===== config.mk =====
export PLATFORM = sky130hd
export DESIGN_NAME = div_flag_unit
export DESIGN_NICKNAME = d
export VERILOG_FILES = /design/src/rtl/div_pkg.sv /design/src/rtl/div_operand_prep.sv /design/src/rtl/div_restore_core.sv /design/src/rtl/div_result_fix.sv /design/src/rtl/div_flag_unit.sv
export SDC_FILE = /design/constraint.sdc
export NUM_CORES = 1
export LEC_CHECK = 0
export BUFFER_PORTS_ARGS = -buffer_cell sky130_fd_sc_hd__buf_2
export CAP_MARGIN = 25
export CELL_PAD_IN_SITES_DETAIL_PLACEMENT = 0
export CELL_PAD_IN_SITES_GLOBAL_PLACEMENT = 1
export CORE_ASPECT_RATIO = 1.2
export CORE_MARGIN = 3
export CORE_UTILIZATION = 42
export DETAILED_ROUTE_END_ITERATION = 8
export PLACE_DENSITY = 0.84
export SYNTH_ARGS = -nofsm -noshare
export SYNTH_HDL_FRONTEND = slang
export SYNTH_HIERARCHICAL = 1
export SYNTH_SLANG_ARGS = --single-unit

===== constraint.sdc =====
create_clock -name clk_i -period 4.9 [get_ports clk_i]
set_input_delay 1.225 -clock clk_i [delete_from_list [all_inputs] [get_ports clk_i]]
set_output_delay 1.225 -clock clk_i [all_outputs]
set_load 0.05 [all_outputs]

===== src/rtl/div_pkg.sv =====
package div_pkg;
  typedef struct packed {
    logic neg_q;     // quotient magnitude must be negated
    logic neg_r;     // remainder magnitude must be negated
    logic div_zero;  // extended divisor is zero
    logic min_ovf;   // signed most-negative / -1
  } div_ctl_t;
endpackage


===== src/rtl/div_operand_prep.sv =====
module div_operand_prep import div_pkg::*; #(
  parameter int W = 32,
  parameter int H = 16
) (
  input  logic         signed_i,
  input  logic         half_i,
  input  logic [W-1:0] dividend_i,
  input  logic [W-1:0] divisor_i,
  output logic [W-1:0] mag_a_o,
  output logic [W-1:0] mag_b_o,
  output div_ctl_t     ctl_o
);
  localparam logic [W-1:0] MinVal = {1'b1, {(W-1){1'b0}}};

  logic [W-1:0] ext_b;
  logic         a_neg, b_neg;

  always_comb begin
    if (half_i) ext_b = {{(W-H){signed_i & divisor_i[H-1]}}, divisor_i[H-1:0]};
    else        ext_b = divisor_i;
  end

  assign a_neg   = signed_i & dividend_i[W-1];
  assign b_neg   = signed_i & ext_b[W-1];
  assign mag_a_o = a_neg ? (~dividend_i + 1'b1) : dividend_i;
  assign mag_b_o = b_neg ? (~ext_b + 1'b1) : ext_b;

  assign ctl_o.neg_q    = a_neg ^ b_neg;
  assign ctl_o.neg_r    = a_neg;
  assign ctl_o.div_zero = (ext_b == '0);
  assign ctl_o.min_ovf  = signed_i && (dividend_i == MinVal) && (&ext_b);
endmodule


===== src/rtl/div_restore_core.sv =====
module div_restore_core #(
  parameter int W = 32
) (
  input  logic         clk_i,
  input  logic         rst_ni,
  input  logic         load_i,
  input  logic [W-1:0] mag_a_i,
  input  logic [W-1:0] mag_b_i,
  output logic         busy_o,
  output logic         last_o,
  output logic [W-1:0] quo_nxt_o,
  output logic [W-1:0] rem_nxt_o
);
  localparam int CW = $clog2(W + 1);

  logic [W-1:0]  part_q, quo_q, dsr_q;
  logic [CW-1:0] cnt_q;
  logic [W:0]    shifted, diff;
  logic          fits;

  assign shifted   = {part_q, quo_q[W-1]};
  assign fits      = shifted >= {1'b0, dsr_q};
  assign diff      = shifted - {1'b0, dsr_q};
  assign rem_nxt_o = fits ? diff[W-1:0] : shifted[W-1:0];
  assign quo_nxt_o = {quo_q[W-2:0], fits};
  assign last_o    = busy_o && (cnt_q == CW'(1));

  always_ff @(posedge clk_i or negedge rst_ni) begin
    if (!rst_ni) begin
      part_q <= '0;
      quo_q  <= '0;
      dsr_q  <= '0;
      cnt_q  <= '0;
      busy_o <= 1'b0;
    end else if (busy_o) begin
      part_q <= rem_nxt_o;
      quo_q  <= quo_nxt_o;
      cnt_q  <= cnt_q - 1'b1;
      if (last_o) busy_o <= 1'b0;
    end else if (load_i) begin
      part_q <= '0;
      quo_q  <= mag_a_i;
      dsr_q  <= mag_b_i;
      cnt_q  <= CW'(W);
      busy_o <= 1'b1;
    end
  end
endmodule


===== src/rtl/div_result_fix.sv =====
module div_result_fix import div_pkg::*; #(
  parameter int W = 32
) (
  input  logic [W-1:0] mag_q_i,
  input  logic [W-1:0] mag_r_i,
  input  div_ctl_t     ctl_i,
  output logic [W-1:0] quot_o,
  output logic [W-1:0] rem_o,
  output logic         z_o,
  output logic         s_o,
  output logic         ov_o
);
  always_comb begin
    quot_o = ctl_i.neg_q ? (~mag_q_i + 1'b1) : mag_q_i;
    rem_o  = ctl_i.neg_r ? (~mag_r_i + 1'b1) : mag_r_i;
    ov_o   = 1'b0;
    if (ctl_i.div_zero) begin
      quot_o = '0;
      rem_o  = '0;
      ov_o   = 1'b1;
    end else if (ctl_i.min_ovf) begin
      quot_o = {1'b1, {(W-1){1'b0}}};
      rem_o  = '0;
      ov_o   = 1'b1;
    end
    z_o = (quot_o == '0);
    s_o = quot_o[W-1];
  end
endmodule


===== src/rtl/div_flag_unit.sv =====
module div_flag_unit import div_pkg::*; #(
  parameter int W = 32,
  parameter int H = 16
) (
  input  logic         clk_i,
  input  logic         rst_ni,
  input  logic         start_i,
  input  logic         signed_i,
  input  logic         half_i,
  input  logic [W-1:0] dividend_i,
  input  logic [W-1:0] divisor_i,
  output logic         busy_o,
  output logic         done_o,
  output logic [W-1:0] quot_o,
  output logic [W-1:0] rem_o,
  output logic         flag_z_o,
  output logic         flag_s_o,
  output logic         flag_ov_o
);
  logic [W-1:0] mag_a, mag_b, quo_nxt, rem_nxt, fix_q, fix_r;
  div_ctl_t     ctl_in, ctl_q;
  logic         last, accept, fz, fs, fov;

  assign accept = start_i && !busy_o;

  div_operand_prep #(.W(W), .H(H)) u_prep (
    .signed_i(signed_i), .half_i(half_i),
    .dividend_i(dividend_i), .divisor_i(divisor_i),
    .mag_a_o(mag_a), .mag_b_o(mag_b), .ctl_o(ctl_in)
  );

  div_restore_core #(.W(W)) u_core (
    .clk_i(clk_i), .rst_ni(rst_ni), .load_i(accept),
    .mag_a_i(mag_a), .mag_b_i(mag_b),
    .busy_o(busy_o), .last_o(last),
    .quo_nxt_o(quo_nxt), .rem_nxt_o(rem_nxt)
  );

  div_result_fix #(.W(W)) u_fix (
    .mag_q_i(quo_nxt), .mag_r_i(rem_nxt), .ctl_i(ctl_q),
    .quot_o(fix_q), .rem_o(fix_r), .z_o(fz), .s_o(fs), .ov_o(fov)
  );

  always_ff @(posedge clk_i or negedge rst_ni) begin
    if (!rst_ni) begin
      ctl_q     <= '0;
      done_o    <= 1'b0;
      quot_o    <= '0;
      rem_o     <= '0;
      flag_z_o  <= 1'b0;
      flag_s_o  <= 1'b0;
      flag_ov_o <= 1'b0;
    end else begin
      if (accept) ctl_q <= ctl_in;
      done_o <= last;
      if (last) begin
        quot_o    <= fix_q;
        rem_o     <= fix_r;
        flag_z_o  <= fz;
        flag_s_o  <= fs;
        flag_ov_o <= fov;
      end
    end
  end
endmodule


== After elaboration in Yosys (flattened, before gate mapping) ==
Cells that the tools add are included.

* Bits in registers: 175
* Input bits: 69
* Output and inout bits: 69
* Word-level logic and storage cells: 64

* Add/subtract/negate cells: 6
* Magnitude comparators: 1
* Eq/ne operators: 2
* Muxes and demuxes: 21
* Bitwise operators: 9
* Reductions and logical operators: 10

{| class="wikitable"
|+ Operators with widths
! operator !! count
|-
| $mux W32 || 14
|-
| $add A32 B1 Y32 const B || 4
|-
| $not A32 Y32 || 4
|-
| $logic_not A32 Y1 || 2
|-
| $ge A33 B32 Y1 || 1
|-
| $eq A32 B32 Y1 const B || 1
|-
| $reduce_and A32 Y1 || 1
|-
| $sub A32 B32 Y32 || 1
|-
| $mux W6 || 2
|-
| $eq A6 B1 Y1 const B || 1
|-
| $sub A6 B1 Y6 const B || 1
|-
| $mux W1 || 5
|-
| $logic_and A1 B1 Y1 || 4
|-
| $and A1 B1 Y1 || 3
|-
| $reduce_and A2 Y1 || 1
|-
| $reduce_bool A2 Y1 || 1
|-
| $logic_not A1 Y1 || 1
|-
| $not A1 Y1 || 1
|-
| $xor A1 B1 Y1 || 1
|}

== Logic depth before layout (Yosys ltp) ==
Gate-level depths: netlist of the first run.

* Word-level depth: 7
* Depth in mapped cells: 24
* Depth with buffers taken out: 20

== Cells and area by module ==
Netlist of the first run, hierarchy kept.

{| class="wikitable"
|+ Modules (own cells, without submodules)
! module !! times used !! cells an instance !! area an instance (um^2) !! sequential area each (um^2)
|-
| div_restore_core || 1 || 757 || 6,816.5 || 2,577.5
|-
| div_flag_unit || 1 || 152 || 2,781.4 || 1,801.7
|-
| div_result_fix || 1 || 317 || 1,974.4 || 0.0
|-
| div_operand_prep || 1 || 274 || 1,699.1 || 0.0
|}

== Worst setup path before layout of the first run ==
Ideal clock, no wire load.

* Kind: reg-to-reg
* Start: register u_core.part_q[3]
* End: register flag_z_o
* Library setup time: 67 ps
* Arrival time: 4,803 ps
* Required time: 4,833 ps
* Setup slack: 31 ps
* Cell stages (with the launch flop): 23
* Path buffers: 3
* Clock period less this slack: 4,869 ps
* Cells stage by stage: dfrtp_1 -> ha_1 -> a21o_1 -> a31o_1 -> o211ai_2 -> o211ai_2 -> a21oi_2 -> a21o_1 -> a21o_1 -> buf_6 -> inv_6 -> buf_6 -> buf_4 -> inv_1 -> ha_1 -> or4b_4 -> o41ai_4 -> xor2_1 -> a31oi_1 -> or4_1 -> or4_1 -> nor4_2 -> mux2_2

* Word-level cells in the longest chain between the ends: 7

{| class="wikitable"
|+ Ends and longest elaborated chain
! element !! RTL line !! RTL
|-
| start: declaration || div_restore_core.sv:16 || <nowiki>logic [W-1:0] part_q, quo_q, dsr_q;</nowiki>
|-
| start signal: assignment || div_restore_core.sv:36 || <nowiki>part_q <= rem_nxt_o;</nowiki>
|-
| $ge A33 B32 Y1 (*) || div_restore_core.sv:22 || <nowiki>assign fits = shifted >= {1'b0, dsr_q};</nowiki>
|-
| net u_core.fits || div_restore_core.sv:19 || <nowiki>logic fits;</nowiki>
|-
| $not A32 Y32 || div_result_fix.sv:14 || <nowiki>quot_o = ctl_i.neg_q ? (~mag_q_i + 1'b1) : mag_q_i;</nowiki>
|-
| $add A32 B1 Y32 || div_result_fix.sv:14 ||
|-
| $mux W32 (*) || div_result_fix.sv:14 ||
|-
| $mux W32 (*) || div_result_fix.sv:21 || <nowiki>end else if (ctl_i.min_ovf) begin</nowiki>
|-
| $mux W32 (*) || div_result_fix.sv:17 || <nowiki>if (ctl_i.div_zero) begin</nowiki>
|-
| $logic_not A32 Y1 (*) || div_result_fix.sv:26 || <nowiki>z_o = (quot_o == '0);</nowiki>
|-
| net fz || div_flag_unit.sv:22 || <nowiki>logic last, accept, fz, fs, fov;</nowiki>
|-
| end signal: assignment || div_flag_unit.sv:59 || <nowiki>flag_z_o <= fz;</nowiki>
|-
| end: declaration || div_flag_unit.sv:16 || <nowiki>output logic flag_z_o,</nowiki>
|}

The timed path passes the listed nets; every way through them passes the cells marked *.
A chain may end at the register's enable or synchronous reset.

== Final worst setup path of the first run ==
* Start: register u_core.part_q[16]
* End: register rem_o[29]

* Word-level cells in the longest chain between the ends: 7
* Elaborated cells on any way between the ends: 8
* Those cells by class: add/sub (2); order compare (1); mux (4); bitwise (1)

{| class="wikitable"
|+ Ends and longest elaborated chain
! element !! RTL line !! RTL
|-
| $ge A33 B32 Y1 || div_restore_core.sv:22 ||
|-
| net quo_nxt[0] || div_flag_unit.sv:20 || <nowiki>logic [W-1:0] mag_a, mag_b, quo_nxt, rem_nxt, fix_q, fix_r;</nowiki>
|-
| $mux W32 || div_restore_core.sv:24 || <nowiki>assign rem_nxt_o = fits ? diff[W-1:0] : shifted[W-1:0];</nowiki>
|-
| net rem_nxt[15] || div_flag_unit.sv:20 ||
|-
| $not A32 Y32 || div_result_fix.sv:15 || <nowiki>rem_o = ctl_i.neg_r ? (~mag_r_i + 1'b1) : mag_r_i;</nowiki>
|-
| $add A32 B1 Y32 || div_result_fix.sv:15 ||
|-
| $mux W32 || div_result_fix.sv:15 ||
|-
| $mux W32 || div_result_fix.sv:21 ||
|-
| $mux W32 || div_result_fix.sv:17 ||
|-
| net fix_r[29] || div_flag_unit.sv:20 ||
|-
| end signal: assignment || div_flag_unit.sv:58 || <nowiki>rem_o <= fix_r;</nowiki>
|-
| end: declaration || div_flag_unit.sv:15 || <nowiki>output logic [W-1:0] rem_o,</nowiki>
|}

The timed path passes the listed nets, and every way through them passes these cells.

==> summary.md, run 1 <==
| Metric | Value |
|---|---|
| Run status | finished clean |
| Antenna violations before repair | 0 |
| Final RePlAce weighted congestion | between 0.9 and 1 |
| Via count | 11,323 |
| Routed Wire Length | 36.4 mm |
| Hold-fix buffers at CTS | 0 |
| Count of mapped cells out of synthesis | 1,500 |
| Fin crit share | a little over nine tenths |
| Warnings from Yosys | 6 |
| Endpoint of the worst-slack reg-to-reg timing path | rem_o[29] |
| Number of nets in the layout | ~1,700 |
| Master cell of the clock root buffer | sky130_fd_sc_hd__clkbuf_16 |
| # port buffers | about 140 |
| Register-to-Register Setup Slack | 0.07 ns |
| FF+latch count, synth | roughly 180 |
| Maximum number of pins on one net before global-route repair | 93 |
| Share of cells above drive strength 1 | a little over a quarter |
| Sort of element at the start of the critical path | register |
| Count of pins on the block boundary | 138 |
| Fill cell total of the finished layout | 2,923 |
| Die extent in x | around 170 um |
| FF-to-FF Start | u_core/part_q[16] |
| Cts bufs inserted | 17 |
| Worst setup path startpoint | u_core/part_q[16] |
| Sequential fraction of the synthesis area | between 30% and 40% |
| Number of global-route vias before repair | about 11,000 |
| Max capacitance violation total | 0 |
| Pins Over Slew Limit | 0 |
| Clock tree sinks | between 150 and 200 |
| Standard-cell row count | 70 |
| Total count of hold-check failures in the final report | 0 |
| Layout overhead on the synthesized area | 15.9% |
| Area of the die | approximately 0.034 mm2 |
| Async S/R FF share, synth | 100% |
| GRT Util Overall | 20.9% |
| Number of enable-type register cells in the synthesized netlist | 0 |
| Wire length of the first global-routing pass | slightly below 60 mm |
| Tightest Pin Transition | 1.07 ns |
| Number of failing setup endpoints in the final timing report | 0 |
| Post-synth cell types | 77 |
| Setup Skew | 0.0105 ns |
| Clock tree from TritonCTS | done |
| WL/cell | 17.9 um |
| Residual overflow from global routing | 0 |
| Logic depth of the worst register-to-register path | 20 |
| Post-synth top area share | approximately 33% |
| Worst Hold Margin | 0.473 ns |
| Clock-pin slew of the registers on the worst-case setup and hold paths | about 0.070 ns |
| Die span in y | approximately 200 um |
| Type of destination of the critical path | register |
| Combined area of all synthesized cells | 0.0133 mm2 |
| Post-route DRC violation count | 0 |
| Cell types occupying the most area after synthesis | sky130_fd_sc_hd__dfrtp_1 (33%), sky130_fd_sc_hd__xor2_1 (6.1%), sky130_fd_sc_hd__mux2_4 (5.2%), sky130_fd_sc_hd__o21ai_0 (5.0%), sky130_fd_sc_hd__mux2_2 (4.2%) |
| Post-route antenna net violation count | 0 |
| Area occupied by multi-input gates | a little over 0.008 mm2 |
| Tmin final | roughly 4.8 ns |
| Deepest level of the CTS H-tree | 4 |
| Post-synthesis net count | between 1,500 and 2,000 |
| Vias per inst | 5.55 |
| Number of diodes | 0 |
| Hold WC Path Type | register to register |
| Clock latency on the worst-skew pair | ~0.45 ns |
| Number of violations reported at the end of detailed-routing iteration 0 | 980 |
| Mean area per synthesized cell | ~8.8 um2 |
| First-pass iteration count of the detailed router | 5 |
| Category of the most critical setup path | register to register |
| Core area | slightly above 0.03 mm2 |
| Initial cell density of the core | ~43% |
| Required time of the worst setup path | 5.23 ns |
| Worst hold path depth | 1 |
| Footprint of the flip-flops and latches | ~0.0044 mm2 |
| Arrival time of data at the critical path endpoint | 5.16 ns |
| Deepest clock path buffer count | 2 |
| Hpwl dp | 27.6 mm |
| Max Freq | between 200 and 250 MHz |
| Rel. slew slack | ~28% |
| Hold EP | u_core/cnt_q[5] |
| CP max FO | 8 |
| Unrepaired setup endpoints after global routing | true |
| Hold path start | u_core/cnt_q[5] |
| Yosys top cell by area | sky130_fd_sc_hd__dfrtp_1 |
| Commonest register cell after synthesis | sky130_fd_sc_hd__dfrtp_1 |
worst max-delay path, stage by stage, from the launching register on:
cell	delay [ns]
sky130_fd_sc_hd__dfrtp_1	0.43
sky130_fd_sc_hd__ha_1	0.39
sky130_fd_sc_hd__nand4_1	0.22
sky130_fd_sc_hd__nor4_2	0.35
sky130_fd_sc_hd__buf_4	0.17
sky130_fd_sc_hd__a21oi_2	0.05
sky130_fd_sc_hd__a21o_1	0.18
sky130_fd_sc_hd__a21o_1	0.19
sky130_fd_sc_hd__clkinv_4	0.09
sky130_fd_sc_hd__buf_6	0.11
sky130_fd_sc_hd__buf_8	0.12
sky130_fd_sc_hd__mux2_4	0.31
sky130_fd_sc_hd__or4_4	0.56
sky130_fd_sc_hd__nor4_4	0.25
sky130_fd_sc_hd__nor3b_2	0.20
sky130_fd_sc_hd__buf_4	0.15
sky130_fd_sc_hd__nand3_4	0.08
sky130_fd_sc_hd__o41ai_4	0.35
sky130_fd_sc_hd__xor2_1	0.18
sky130_fd_sc_hd__nor2_1	0.06
sky130_fd_sc_hd__mux2_4	0.26
worst max path at each step:
stage           endpoint  slack, ns  cells after the start
6_report       rem_o[29]       0.07                     20
2_1_floorplan   flag_z_o       0.03                     22
3_3_place_gp   rem_o[20]     -0.002                     17
3_5_place_dp   rem_o[20]      -0.07                     17
5_1_grt        rem_o[29]      -0.18                     21
4_1_cts        rem_o[20]       0.03                     18
cells by family after synthesis:
group                    share of synthesized area (%)
AND/OR/NAND/NOR                                   17.0
XOR/XNOR                                          9.77
buffers and inverters                             7.19
adder cells (fa/ha/maj)                           3.83
flip-flops                                        33.0
multiplexers                                      12.5
AO/OA/AOI/OAI                                     16.8
sequential cells by signal (all words and copies together) (netlist names):
name	flops
flag_s_o	1
u_core/cnt_q	6
done_o	1
rem_o	32
u_core/busy_o	1
ctl_q	4
u_core/dsr_q	32
u_core/part_q	32
u_core/quo_q	32
flag_z_o	1
quot_o	32
flag_ov_o	1
stage by stage:
stage / TNS, ns / cell area (um2) / instances / util, % / setup WS (ns)
floorplan: 0 / 13300 / 1500 / - / 0.0306
global placement: -0.00264 / 14400 / 1994 / 46.8 / -0.00152
detailed placement: -0.134 / 14400 / 1994 / 46.8 / -0.0666
CTS: 0 / 15000 / 2026 / 48.8 / 0.0301
global route: -0.821 / 15400 / 2040 / 49.9 / -0.176
finish: 0 / 15400 / 2040 / 49.9 / 0.0720
cells in the final DEF, fill, tap and decap left out, types with 29 or more instances in the layout:
master,count
sky130_fd_sc_hd__o21ai_0,129
sky130_fd_sc_hd__mux2_2,49
sky130_fd_sc_hd__mux2_4,47
sky130_fd_sc_hd__buf_4,94
sky130_fd_sc_hd__nand2_1,138
sky130_fd_sc_hd__nor2_1,125
sky130_fd_sc_hd__xor2_1,91
sky130_fd_sc_hd__ha_1,31
sky130_fd_sc_hd__xnor2_1,56
sky130_fd_sc_hd__mux2i_1,39
sky130_fd_sc_hd__buf_2,136
sky130_fd_sc_hd__inv_1,67
sky130_fd_sc_hd__and3_1,29
sky130_fd_sc_hd__a21o_1,40
sky130_fd_sc_hd__dfrtp_1,174
sky130_fd_sc_hd__a21oi_1,49
metal layers:
layer / track usage (%) / vias up / routed length [um]
met1: 32.1 / 5434 / 18300
met2: 31.3 / 331 / 15700
li1: - / 5530 / -
met5: 0 / - / 0
met4: 4.00 / 0 / 507
met3: 3.53 / 28 / 1950
cell type report:
cell class                 count  share of cell area, %
sequential                   175                   28.5
inverter                      72                   1.79
clock buffer                  18                   2.79
clock inverter                14                  0.976
tap                          396                   3.22
timing repair buffer         234                   9.39
multi-input combinational   1131                   53.4
Yosys cell counts, types with 3 or more instances:
cell type	instances
sky130_fd_sc_hd__xnor2_1	56
sky130_fd_sc_hd__nor2_1	126
sky130_fd_sc_hd__clkbuf_1	53
sky130_fd_sc_hd__buf_1	8
sky130_fd_sc_hd__and2_1	3
sky130_fd_sc_hd__dfrtp_1	175
sky130_fd_sc_hd__mux2_4	46
sky130_fd_sc_hd__nor3_1	30
sky130_fd_sc_hd__a21oi_2	3
sky130_fd_sc_hd__buf_6	8
sky130_fd_sc_hd__o22ai_1	3
sky130_fd_sc_hd__nor4_1	17
sky130_fd_sc_hd__and3_1	29
sky130_fd_sc_hd__nand3_1	29
sky130_fd_sc_hd__buf_4	38
sky130_fd_sc_hd__o311ai_0	3
sky130_fd_sc_hd__ha_1	39
sky130_fd_sc_hd__a41oi_1	5
sky130_fd_sc_hd__a21oi_1	54
sky130_fd_sc_hd__nand2_1	139
sky130_fd_sc_hd__o31ai_1	24
sky130_fd_sc_hd__nand2b_1	11
sky130_fd_sc_hd__o41ai_1	10
sky130_fd_sc_hd__buf_2	14
sky130_fd_sc_hd__nand3b_1	3
sky130_fd_sc_hd__nand4_1	16
sky130_fd_sc_hd__mux2_2	50
sky130_fd_sc_hd__nor2b_1	9
sky130_fd_sc_hd__nor3b_1	3
sky130_fd_sc_hd__or2_2	4
sky130_fd_sc_hd__o211ai_1	4
sky130_fd_sc_hd__or3_1	17
sky130_fd_sc_hd__or4_1	14
sky130_fd_sc_hd__a21boi_0	6
sky130_fd_sc_hd__inv_1	71
sky130_fd_sc_hd__mux2i_1	40
sky130_fd_sc_hd__a21o_1	40
sky130_fd_sc_hd__o41ai_2	3
sky130_fd_sc_hd__o21ai_1	4
sky130_fd_sc_hd__nor4_2	3
sky130_fd_sc_hd__o21ai_0	132
sky130_fd_sc_hd__a31oi_1	20
sky130_fd_sc_hd__xor2_1	92
sky130_fd_sc_hd__o21a_1	4
what timing repair did:
item	CTS	global route
endpoints found under the hold margin	0	0
resized for setup	3	52
endpoints found under the setup margin	5	19
pin swaps	0	25
setup buffers	0	14
Power of run 1 is left out: the tool's default activity adds up to more than one toggle a clock period on the data nets, which glitch-free logic cannot reach.
==> run 2, diff against run 1 <==
--- a/config.mk
+++ b/config.mk
@@ -14,6 +14,7 @@
 export CORE_UTILIZATION = 42
 export DETAILED_ROUTE_END_ITERATION = 8
 export PLACE_DENSITY = 0.84
+export SETUP_SLACK_MARGIN = 0.3
 export SYNTH_ARGS = -nofsm -noshare
 export SYNTH_HDL_FRONTEND = slang
 export SYNTH_HIERARCHICAL = 1
==> run 2 against run 1 <==
Effect of this change:
- wire length rose by 4.1%
- non-clock buffer count rose by 7
- highest routed layer unchanged
- core utilization rose by 1.1 points
- die area did not move
- sequential share of layout area fell by 0.60 points
- final cell count rose by 0.39%
- clock-buffer cell count rose by 3
- register-to-register slack improved by 0.13 ns
- fmax rose by 2.7%
- via count rose by 1.9%
- global-route usage rose by 0.64 points
==> summary.md, run 2 (same netlist as run 1, synthesis figures left out) <==
| Metric | Value |
|---|---|
| Post-route antenna net violation count | 0 (unchanged) |
| Max capacitance violation total | 0 (unchanged) |
| Met3 capacity usage during global routing | 2.54% (-0.98 points) |
| Pins Over Slew Limit | 0 (unchanged) |
| Number of nets in the layout | 1,748 (+0.46%) |
| Area of all placed cells without fillers | 0.0157 mm2 (+2.2%) |
| Setup Skew | 0.0123 ns (+0.00182 ns) |
| Routed Wire Length | 37.9 mm (+4.1%) |
| Number of global-route vias before repair | 10,928 (+1.9%) |
| Fin crit share | 95.9% (-2.6 points) |
| GRT Util Overall | 21.6% (+0.64 points) |
| Tightest Pin Transition | 1.08 ns (+0.00217 ns) |
| Run status | finished clean |
| Core occupancy in the finished layout | 51.0% (+1.1 points) |
| Via count | 11,541 (+1.9%) |
| Die span in y | 201 um (unchanged) |
| Tmin final | 4.70 ns (-0.128 ns) |
| Maximum number of pins on one net before global-route repair | 99 (+6.5%) |
| Required time of the worst setup path | 5.28 ns (+0.05 ns) |
| Number of failing setup endpoints in the final timing report | 0 (unchanged) |
| Total count of hold-check failures in the final report | 0 (unchanged) |
| Clock latency on the worst-skew pair | 0.44 ns (about the same) |
| Sort of element at the start of the critical path | register |
| Share of cells above drive strength 1 | 28.4% (+1.9 points) |
| Cell Count, Final, Fillers Out | 2,048 (+0.39%) |
| Final RePlAce weighted congestion | 0.909 (-3.9%) |
| Deepest level of the CTS H-tree | 4 (unchanged) |
| WL/cell | 18.5 um (+3.7%) |
| Die extent in x | 168 um (unchanged) |
| Global routing's busiest layer | met2 |
| Hold WC Path Type | register to register |
| Cts bufs inserted | 17 (unchanged) |
| Standard-cell row count | 70 (unchanged) |
| Max Freq | 213 MHz (+2.7%) |
| Clock-pin slew of the registers on the worst-case setup and hold paths | 0.07 ns (about the same) |
| Initial cell density of the core | 43.0% (unchanged) |
| Most common library cell in the layout ignoring fill and taps | sky130_fd_sc_hd__dfrtp_1 |
| Commonest cells after routing, fill and taps aside | sky130_fd_sc_hd__dfrtp_1 (171), sky130_fd_sc_hd__nand2_1 (139), sky130_fd_sc_hd__buf_2 (136), sky130_fd_sc_hd__nor2_1 (122), sky130_fd_sc_hd__o21ai_0 (121) |
| Core area | 0.0308 mm2 (unchanged) |
| Placed Cells | 1,974 (-1.0%) |
| Hpwl dp | 27.7 mm (+0.62%) |
| Clock tree from TritonCTS | done |
| Arrival time of data at the critical path endpoint | 5.08 ns (-0.08 ns) |
| Antenna violations before repair | 0 (unchanged) |
| Met1 routing resource usage after global routing | 32.0% (-0.11 points) |
| Number of violations reported at the end of detailed-routing iteration 0 | 849 (-13%) |
| Master cell of the clock root buffer | sky130_fd_sc_hd__clkbuf_16 |
| Post-route DRC violation count | 0 (unchanged) |
| CP max FO | 6 (-2) |
| Vias per inst | 5.64 (+1.5%) |
| Post-detailed-placement cell area | 0.0143 mm2 (-0.76%) |
| Met2 track utilization from global routing | 33.7% (+2.4 points) |
| Rel. slew slack | 28.2% (-0.22 points) |
| Unrepaired setup endpoints after global routing | true |
| Deepest clock path buffer count | 2 (unchanged) |
| Wire length of the first global-routing pass | 59.8 mm (+2.7%) |
| Layout overhead on the synthesized area | 18.5% |
| Number of diodes | 0 (unchanged) |
| Setup total negative slack | 0 ns (unchanged) |
| Residual overflow from global routing | 0 (unchanged) |
| Type of destination of the critical path | register |
| Count of pins on the block boundary | 138 (unchanged) |
| # port buffers | 137 (unchanged) |
| Clock tree sinks | 175 (unchanged) |
| Category of the most critical setup path | register to register |
| Hold-fix buffers at CTS | 0 (unchanged) |
| First-pass iteration count of the detailed router | 5 (unchanged) |
| Area of the die | 0.0338 mm2 (unchanged) |
==> run 2: final timing paths <==
check / startpoint / endpoint / slack (ns) / cells after the start
worst max-delay path: u_core/part_q[0] / flag_z_o / 0.20 / 19
worst min-delay path: u_core/cnt_q[5] / u_core/cnt_q[5] / 0.48 / 1
worst max register to register: u_core/part_q[0] / flag_z_o / 0.20 / 19
worst min register to register: u_core/cnt_q[5] / u_core/cnt_q[5] / 0.48 / 1
max in group asynchronous: rst_ni / u_core/part_q[14] / 3.07 / 2
min in group asynchronous: rst_ni / quot_o[24] / 0.80 / 1
==> run 2: through the flow <==
step / hold WS [ns] / setup slack (ns)
after global placement: 0.458 / 0.131
final: 0.482 / 0.200
after detailed placement: 0.463 / 0.0493
after floorplan: 0.435 / 0.184
after global routing: 0.525 / 0.00194
after CTS: 0.481 / 0.300
==> run 2: layout make-up <==
| cell class | instances | area (um2) |
|---|---|---|
| sequential | 175 | 4380 |
| inverter | 72 | 278 |
| fill | 2910 | 15100 |
| timing repair inverter | 1 | 11.3 |
| timing repair buffer | 241 | 1530 |
| tap | 396 | 495 |
| multi-input combinational | 1131 | 8450 |
| clock inverter | 11 | 120 |
| clock buffer | 21 | 460 |
==> run 2: repair_timing <==
| item | in CTS | in global routing |
|---|---|---|
| gates cloned | 1 | 0 |
| pin swaps | 12 | 36 |
| buffers inserted | 17 | 23 |
| endpoints found under the setup margin | 18 | 20 |
| resized for setup | 33 | 69 |
==> run 2: layer usage <==
| metal | up-vias | wire length, um |
|---|---|---|
| li1 | 5544 | - |
| met1 | 5660 | 18200 |
| met2 | 297 | 17500 |
| met3 | 40 | 1720 |
| met4 | 0 | 514 |
| met5 | - | 0 |
==> run 2: worst max-delay path, cell delays in order (launching register included) <==
cell                       delay (ns)
sky130_fd_sc_hd__dfrtp_1         0.39
sky130_fd_sc_hd__ha_1            0.33
sky130_fd_sc_hd__nor2b_4         0.14
sky130_fd_sc_hd__o2111a_1        0.25
sky130_fd_sc_hd__o211ai_2        0.18
sky130_fd_sc_hd__o211ai_2        0.15
sky130_fd_sc_hd__a21oi_2         0.19
sky130_fd_sc_hd__a21o_1          0.16
sky130_fd_sc_hd__a21o_4          0.17
sky130_fd_sc_hd__inv_8           0.05
sky130_fd_sc_hd__inv_2           0.07
sky130_fd_sc_hd__ha_4            0.14
sky130_fd_sc_hd__or4b_4          0.49
sky130_fd_sc_hd__o41ai_4         0.24
sky130_fd_sc_hd__xor2_1          0.22
sky130_fd_sc_hd__a31oi_1         0.12
sky130_fd_sc_hd__or4_1           0.57
sky130_fd_sc_hd__or4_4           0.45
sky130_fd_sc_hd__nor4_4          0.15
sky130_fd_sc_hd__mux2_4          0.18
Power of run 2 is left out for the same reason.
==> run 3, diff against run 2 <==
--- a/config.mk
+++ b/config.mk
@@ -5,16 +5,17 @@
 export SDC_FILE = /design/constraint.sdc
 export NUM_CORES = 1
 export LEC_CHECK = 0
+export ABC_AREA = 1
 export BUFFER_PORTS_ARGS = -buffer_cell sky130_fd_sc_hd__buf_2
 export CAP_MARGIN = 25
 export CELL_PAD_IN_SITES_DETAIL_PLACEMENT = 0
 export CELL_PAD_IN_SITES_GLOBAL_PLACEMENT = 1
 export CORE_ASPECT_RATIO = 1.2
 export CORE_MARGIN = 3
-export CORE_UTILIZATION = 42
+export CORE_UTILIZATION = 39
 export DETAILED_ROUTE_END_ITERATION = 8
-export PLACE_DENSITY = 0.84
-export SETUP_SLACK_MARGIN = 0.3
+export PLACE_DENSITY = 0.76
+export SETUP_SLACK_MARGIN = 0.2
 export SYNTH_ARGS = -nofsm -noshare
 export SYNTH_HDL_FRONTEND = slang
 export SYNTH_HIERARCHICAL = 1
==> run 3 against run 2 <==
Effect of this change:
- die area rose by 20%
- synthesized area rose by 12%
- clock skew rose by 0.0040 ns
- critical path depth rose by 7
- register-to-register slack improved by 0.70 ns
- first-iteration DRC count rose by 24%
- synthesized cell count rose by 60%
- setup slack improved by 0.70 ns
- wire length rose by 16%
- hold slack improved by 0.0046 ns
- final cell count rose by 44%
- via count rose by 26%
- critical path type unchanged
==> summary.md, run 3 <==
| Metric | Value |
|---|---|
| Run status | finished clean |
| Post-synth top area share | 29.5% (-3.5 points) |
| Fin crit share | 81.6% (-14 points) |
| Post-synth cell types | 45 (-42%) |
| Clock tree sinks | 175 (unchanged) |
| Hold WC Path Type | register to register |
| Register-to-Register Setup Slack | 0.90 ns (+0.70 ns) |
| Tmin final | 4.00 ns (-0.703 ns) |
| Count of pins on the block boundary | 138 (unchanged) |
| Sort of element at the start of the critical path | register |
| Core area | 0.0373 mm2 (+21%) |
| Maximum number of pins on one net before global-route repair | 136 (+37%) |
| Type of destination of the critical path | register |
| WP depth | 26 (+7) |
| Kind of cell adding the most delay to the critical path | simple AND/OR/NAND/NOR gates |
| WL/cell | 14.9 um (-20%) |
| Footprint of the flip-flops and latches | 0.00438 mm2 (about the same) |
| Via count | 14,523 (+26%) |
| CP max FO | 36 (+30) |
| Fill cell total of the finished layout | 4,061 (+40%) |
| Master cell of the clock root buffer | sky130_fd_sc_hd__clkbuf_16 |
| Cell type of the slowest stage on the worst timing path | sky130_fd_sc_hd__dfrtp_1 |
| Number of global-route vias before repair | 13,573 (+24%) |
| Tightest Pin Transition | 0.911 ns (-0.164 ns) |
| Endpoint of the worst-slack reg-to-reg timing path | rem_o[30] |
| Sequential fraction of the synthesis area | 29.5% (-3.5 points) |
| Post-route DRC violation count | 0 (unchanged) |
| Number of gates given a new drive strength after cts | 0 (-100%) |
| Logic depth of the worst register-to-register path | 26 (+7) |
| Hpwl dp | 34.6 mm (+25%) |
| Count of mapped cells out of synthesis | 2,403 (+60%) |
| Rel. slew slack | 39.1% (+11 points) |
| Number of nets in the layout | 2,579 (+48%) |
| Unrepaired setup endpoints after global routing | false |
| Setup Skew | 0.0163 ns (+0.00400 ns) |
| Vias per inst | 4.91 (-13%) |
| Category of the most critical setup path | register to register |
| Total count of hold-check failures in the final report | 0 (unchanged) |
| Longest individual stage delay on the worst path | 0.44 ns (-0.13 ns) |
| Area of the die | 0.0405 mm2 (+20%) |
| Most instantiated library cell after synthesis | sky130_fd_sc_hd__nand2_1 |
| Max Freq | 250 MHz (+18%) |
| Most Frequent Cell on Critical Path | sky130_fd_sc_hd__nand2_1 |
| Number of failing setup endpoints in the final timing report | 0 (unchanged) |
| Cts bufs inserted | 17 (unchanged) |
| Antenna violations before repair | 0 (unchanged) |
| Layout overhead on the synthesized area | 9.22% |
| Clock tree from TritonCTS | done |
| Pins Over Slew Limit | 0 (unchanged) |
| Combined area of all synthesized cells | 0.0149 mm2 (+12%) |
| Deepest clock path buffer count | 2 (unchanged) |
| Wire length of the first global-routing pass | 71.2 mm (+19%) |
| Post-route antenna net violation count | 0 (unchanged) |
| Hold-fix buffers at CTS | 0 (unchanged) |
| Post-synthesis net count | 2,512 (+56%) |
| Required time of the worst setup path | 5.27 ns (about the same) |
| Endpoint of the most critical setup path | rem_o[30] |
| Die extent in x | 184 um (+9.5%) |
| Worst setup path startpoint | u_core/part_q[4] |
| Clock latency on the worst-skew pair | 0.46 ns (+0.02 ns) |
| Initial cell density of the core | 39.9% (-3.2 points) |
| First-pass iteration count of the detailed router | 5 (unchanged) |
| Cell types occupying the most area after synthesis | sky130_fd_sc_hd__dfrtp_1 (29%), sky130_fd_sc_hd__nand2_1 (20%), sky130_fd_sc_hd__inv_1 (9.9%), sky130_fd_sc_hd__nand3_1 (6.1%), sky130_fd_sc_hd__nor2_1 (5.1%) |
| Clock-pin slew of the registers on the worst-case setup and hold paths | 0.08 ns (about the same) |
| Number of violations reported at the end of detailed-routing iteration 0 | 1,055 (+24%) |
| Warnings from Yosys | 6 (unchanged) |
| FF-to-FF Start | u_core/part_q[4] |
| Commonest register cell after synthesis | sky130_fd_sc_hd__dfrtp_1 |
| Number of enable-type register cells in the synthesized netlist | 0 (unchanged) |
| Commonest cells in the synthesized netlist | sky130_fd_sc_hd__nand2_1 (809), sky130_fd_sc_hd__inv_1 (393), sky130_fd_sc_hd__nor2_1 (201), sky130_fd_sc_hd__nand3_1 (180), sky130_fd_sc_hd__dfrtp_1 (175) |
| Routed Wire Length | 43.9 mm (+16%) |
| Most common library cell in the layout ignoring fill and taps | sky130_fd_sc_hd__nand2_1 |
| Setup total negative slack | 0 ns (unchanged) |
| Async S/R FF share, synth | 100% (unchanged) |
| FF+latch count, synth | 175 (unchanged) |
| Setup fix buffers added after clock tree synthesis | 0 (-17) |
| Mean area per synthesized cell | 6.19 um2 (-30%) |
| Deepest level of the CTS H-tree | 4 (unchanged) |
| Standard-cell row count | 77 (+10%) |
| Final RePlAce weighted congestion | 0.987 (+8.6%) |
| Commonest cells after routing, fill and taps aside | sky130_fd_sc_hd__nand2_1 (809), sky130_fd_sc_hd__inv_1 (392), sky130_fd_sc_hd__nor2_1 (198), sky130_fd_sc_hd__nand3_1 (180), sky130_fd_sc_hd__dfrtp_1 (174) |
| Area occupied by multi-input gates | 0.00830 mm2 (-1.7%) |
| GRT Util Overall | 21.9% (+0.29 points) |
| Arrival time of data at the critical path endpoint | 4.36 ns (-0.72 ns) |
| # port buffers | 137 (unchanged) |
| Residual overflow from global routing | 0 (unchanged) |
| Max capacitance violation total | 0 (unchanged) |
| Die span in y | 220 um (+9.5%) |
| CP Buf/Inv Count | 2 (unchanged) |
| Number of diodes | 0 (unchanged) |
| Yosys top cell by area | sky130_fd_sc_hd__dfrtp_1 |
| Share of cells above drive strength 1 | 12.2% (-16 points) |
==> run 3: cell families (layout without fill, tap and decap cells) <==
group           Yosys count  after routing  share of synthesized area (%)
buf+inv                 508            588                           14.9
fa+ha+maj                40             40                           3.42
xor+xnor                 55             55                           3.24
simple gates           1381           1381                           40.1
flops                   175            175                           29.5
compound gates          244            244                           8.95
==> run 3: how the worst min path moves through the flow <==
stage                               start               to  slack [ns]  cells after the start
final                     u_core/cnt_q[5]  u_core/cnt_q[5]        0.49                      1
after global routing      u_core/cnt_q[5]  u_core/cnt_q[5]        0.52                      1
after CTS                 u_core/cnt_q[5]  u_core/cnt_q[5]        0.49                      1
after detailed placement  u_core/cnt_q[5]  u_core/cnt_q[5]        0.47                      1
after global placement    u_core/cnt_q[5]  u_core/cnt_q[5]        0.47                      1
after floorplan           u_core/cnt_q[5]  u_core/cnt_q[5]        0.45                      1
==> run 3: worst reg2reg max path, cell delays in order (launching register included) <==
cell                      delay (ns)
sky130_fd_sc_hd__dfrtp_1        0.44
sky130_fd_sc_hd__ha_1           0.41
sky130_fd_sc_hd__nand2_1        0.14
sky130_fd_sc_hd__nor2_2         0.22
sky130_fd_sc_hd__nand3_1        0.13
sky130_fd_sc_hd__nor2_1         0.13
sky130_fd_sc_hd__nand2_1        0.07
sky130_fd_sc_hd__nand2_2        0.09
sky130_fd_sc_hd__nor2_4         0.05
sky130_fd_sc_hd__nand2_8        0.23
sky130_fd_sc_hd__inv_4          0.23
sky130_fd_sc_hd__nand2_2        0.11
sky130_fd_sc_hd__nand2_2        0.06
sky130_fd_sc_hd__inv_1          0.08
sky130_fd_sc_hd__ha_1           0.16
sky130_fd_sc_hd__nand3_1        0.12
sky130_fd_sc_hd__nor2_2         0.14
sky130_fd_sc_hd__nand2_1        0.11
sky130_fd_sc_hd__nor3_2         0.18
sky130_fd_sc_hd__nand2_1        0.16
sky130_fd_sc_hd__nand2_2        0.16
sky130_fd_sc_hd__nand4_1        0.12
sky130_fd_sc_hd__nand2_1        0.10
sky130_fd_sc_hd__nand2_1        0.05
sky130_fd_sc_hd__nor2_1         0.09
sky130_fd_sc_hd__nand2_1        0.06
sky130_fd_sc_hd__o21ai_0        0.10
==> run 3: layout make-up <==
class | count | share of cell area [%]
clock buffer | 17 | 2.62
clock inverter | 15 | 1.19
inverter | 405 | 9.38
multi-input combinational | 1720 | 51.1
sequential | 175 | 27.0
tap | 474 | 3.65
timing repair buffer | 151 | 5.06
==> run 3: layer usage <==
metal  share of wire (%)  track usage, %  vias to the layer above
met5                   0               0                        -
met4                 2.5            6.71                        0
met3                 4.2            2.44                       59
met2                  42            33.1                      336
met1                  51            32.6                     6581
li1                    -               -                     7547
==> run 3: through the flow <==
stage | instance area (um2) | hold slack, ns | setup slack [ns] | utilization, % | instances
after global routing | 16200 | 0.524 | 0.526 | 43.6 | 2957
after CTS | 16200 | 0.485 | 0.895 | 43.6 | 2957
after global placement | 15600 | 0.471 | 0.945 | 41.9 | 2925
after floorplan | 14900 | 0.453 | 1.74 | - | 2403
after detailed placement | 15600 | 0.470 | 0.916 | 41.9 | 2925
final | 16200 | 0.486 | 0.903 | 43.6 | 2957
Power of run 3 is left out for the same reason.
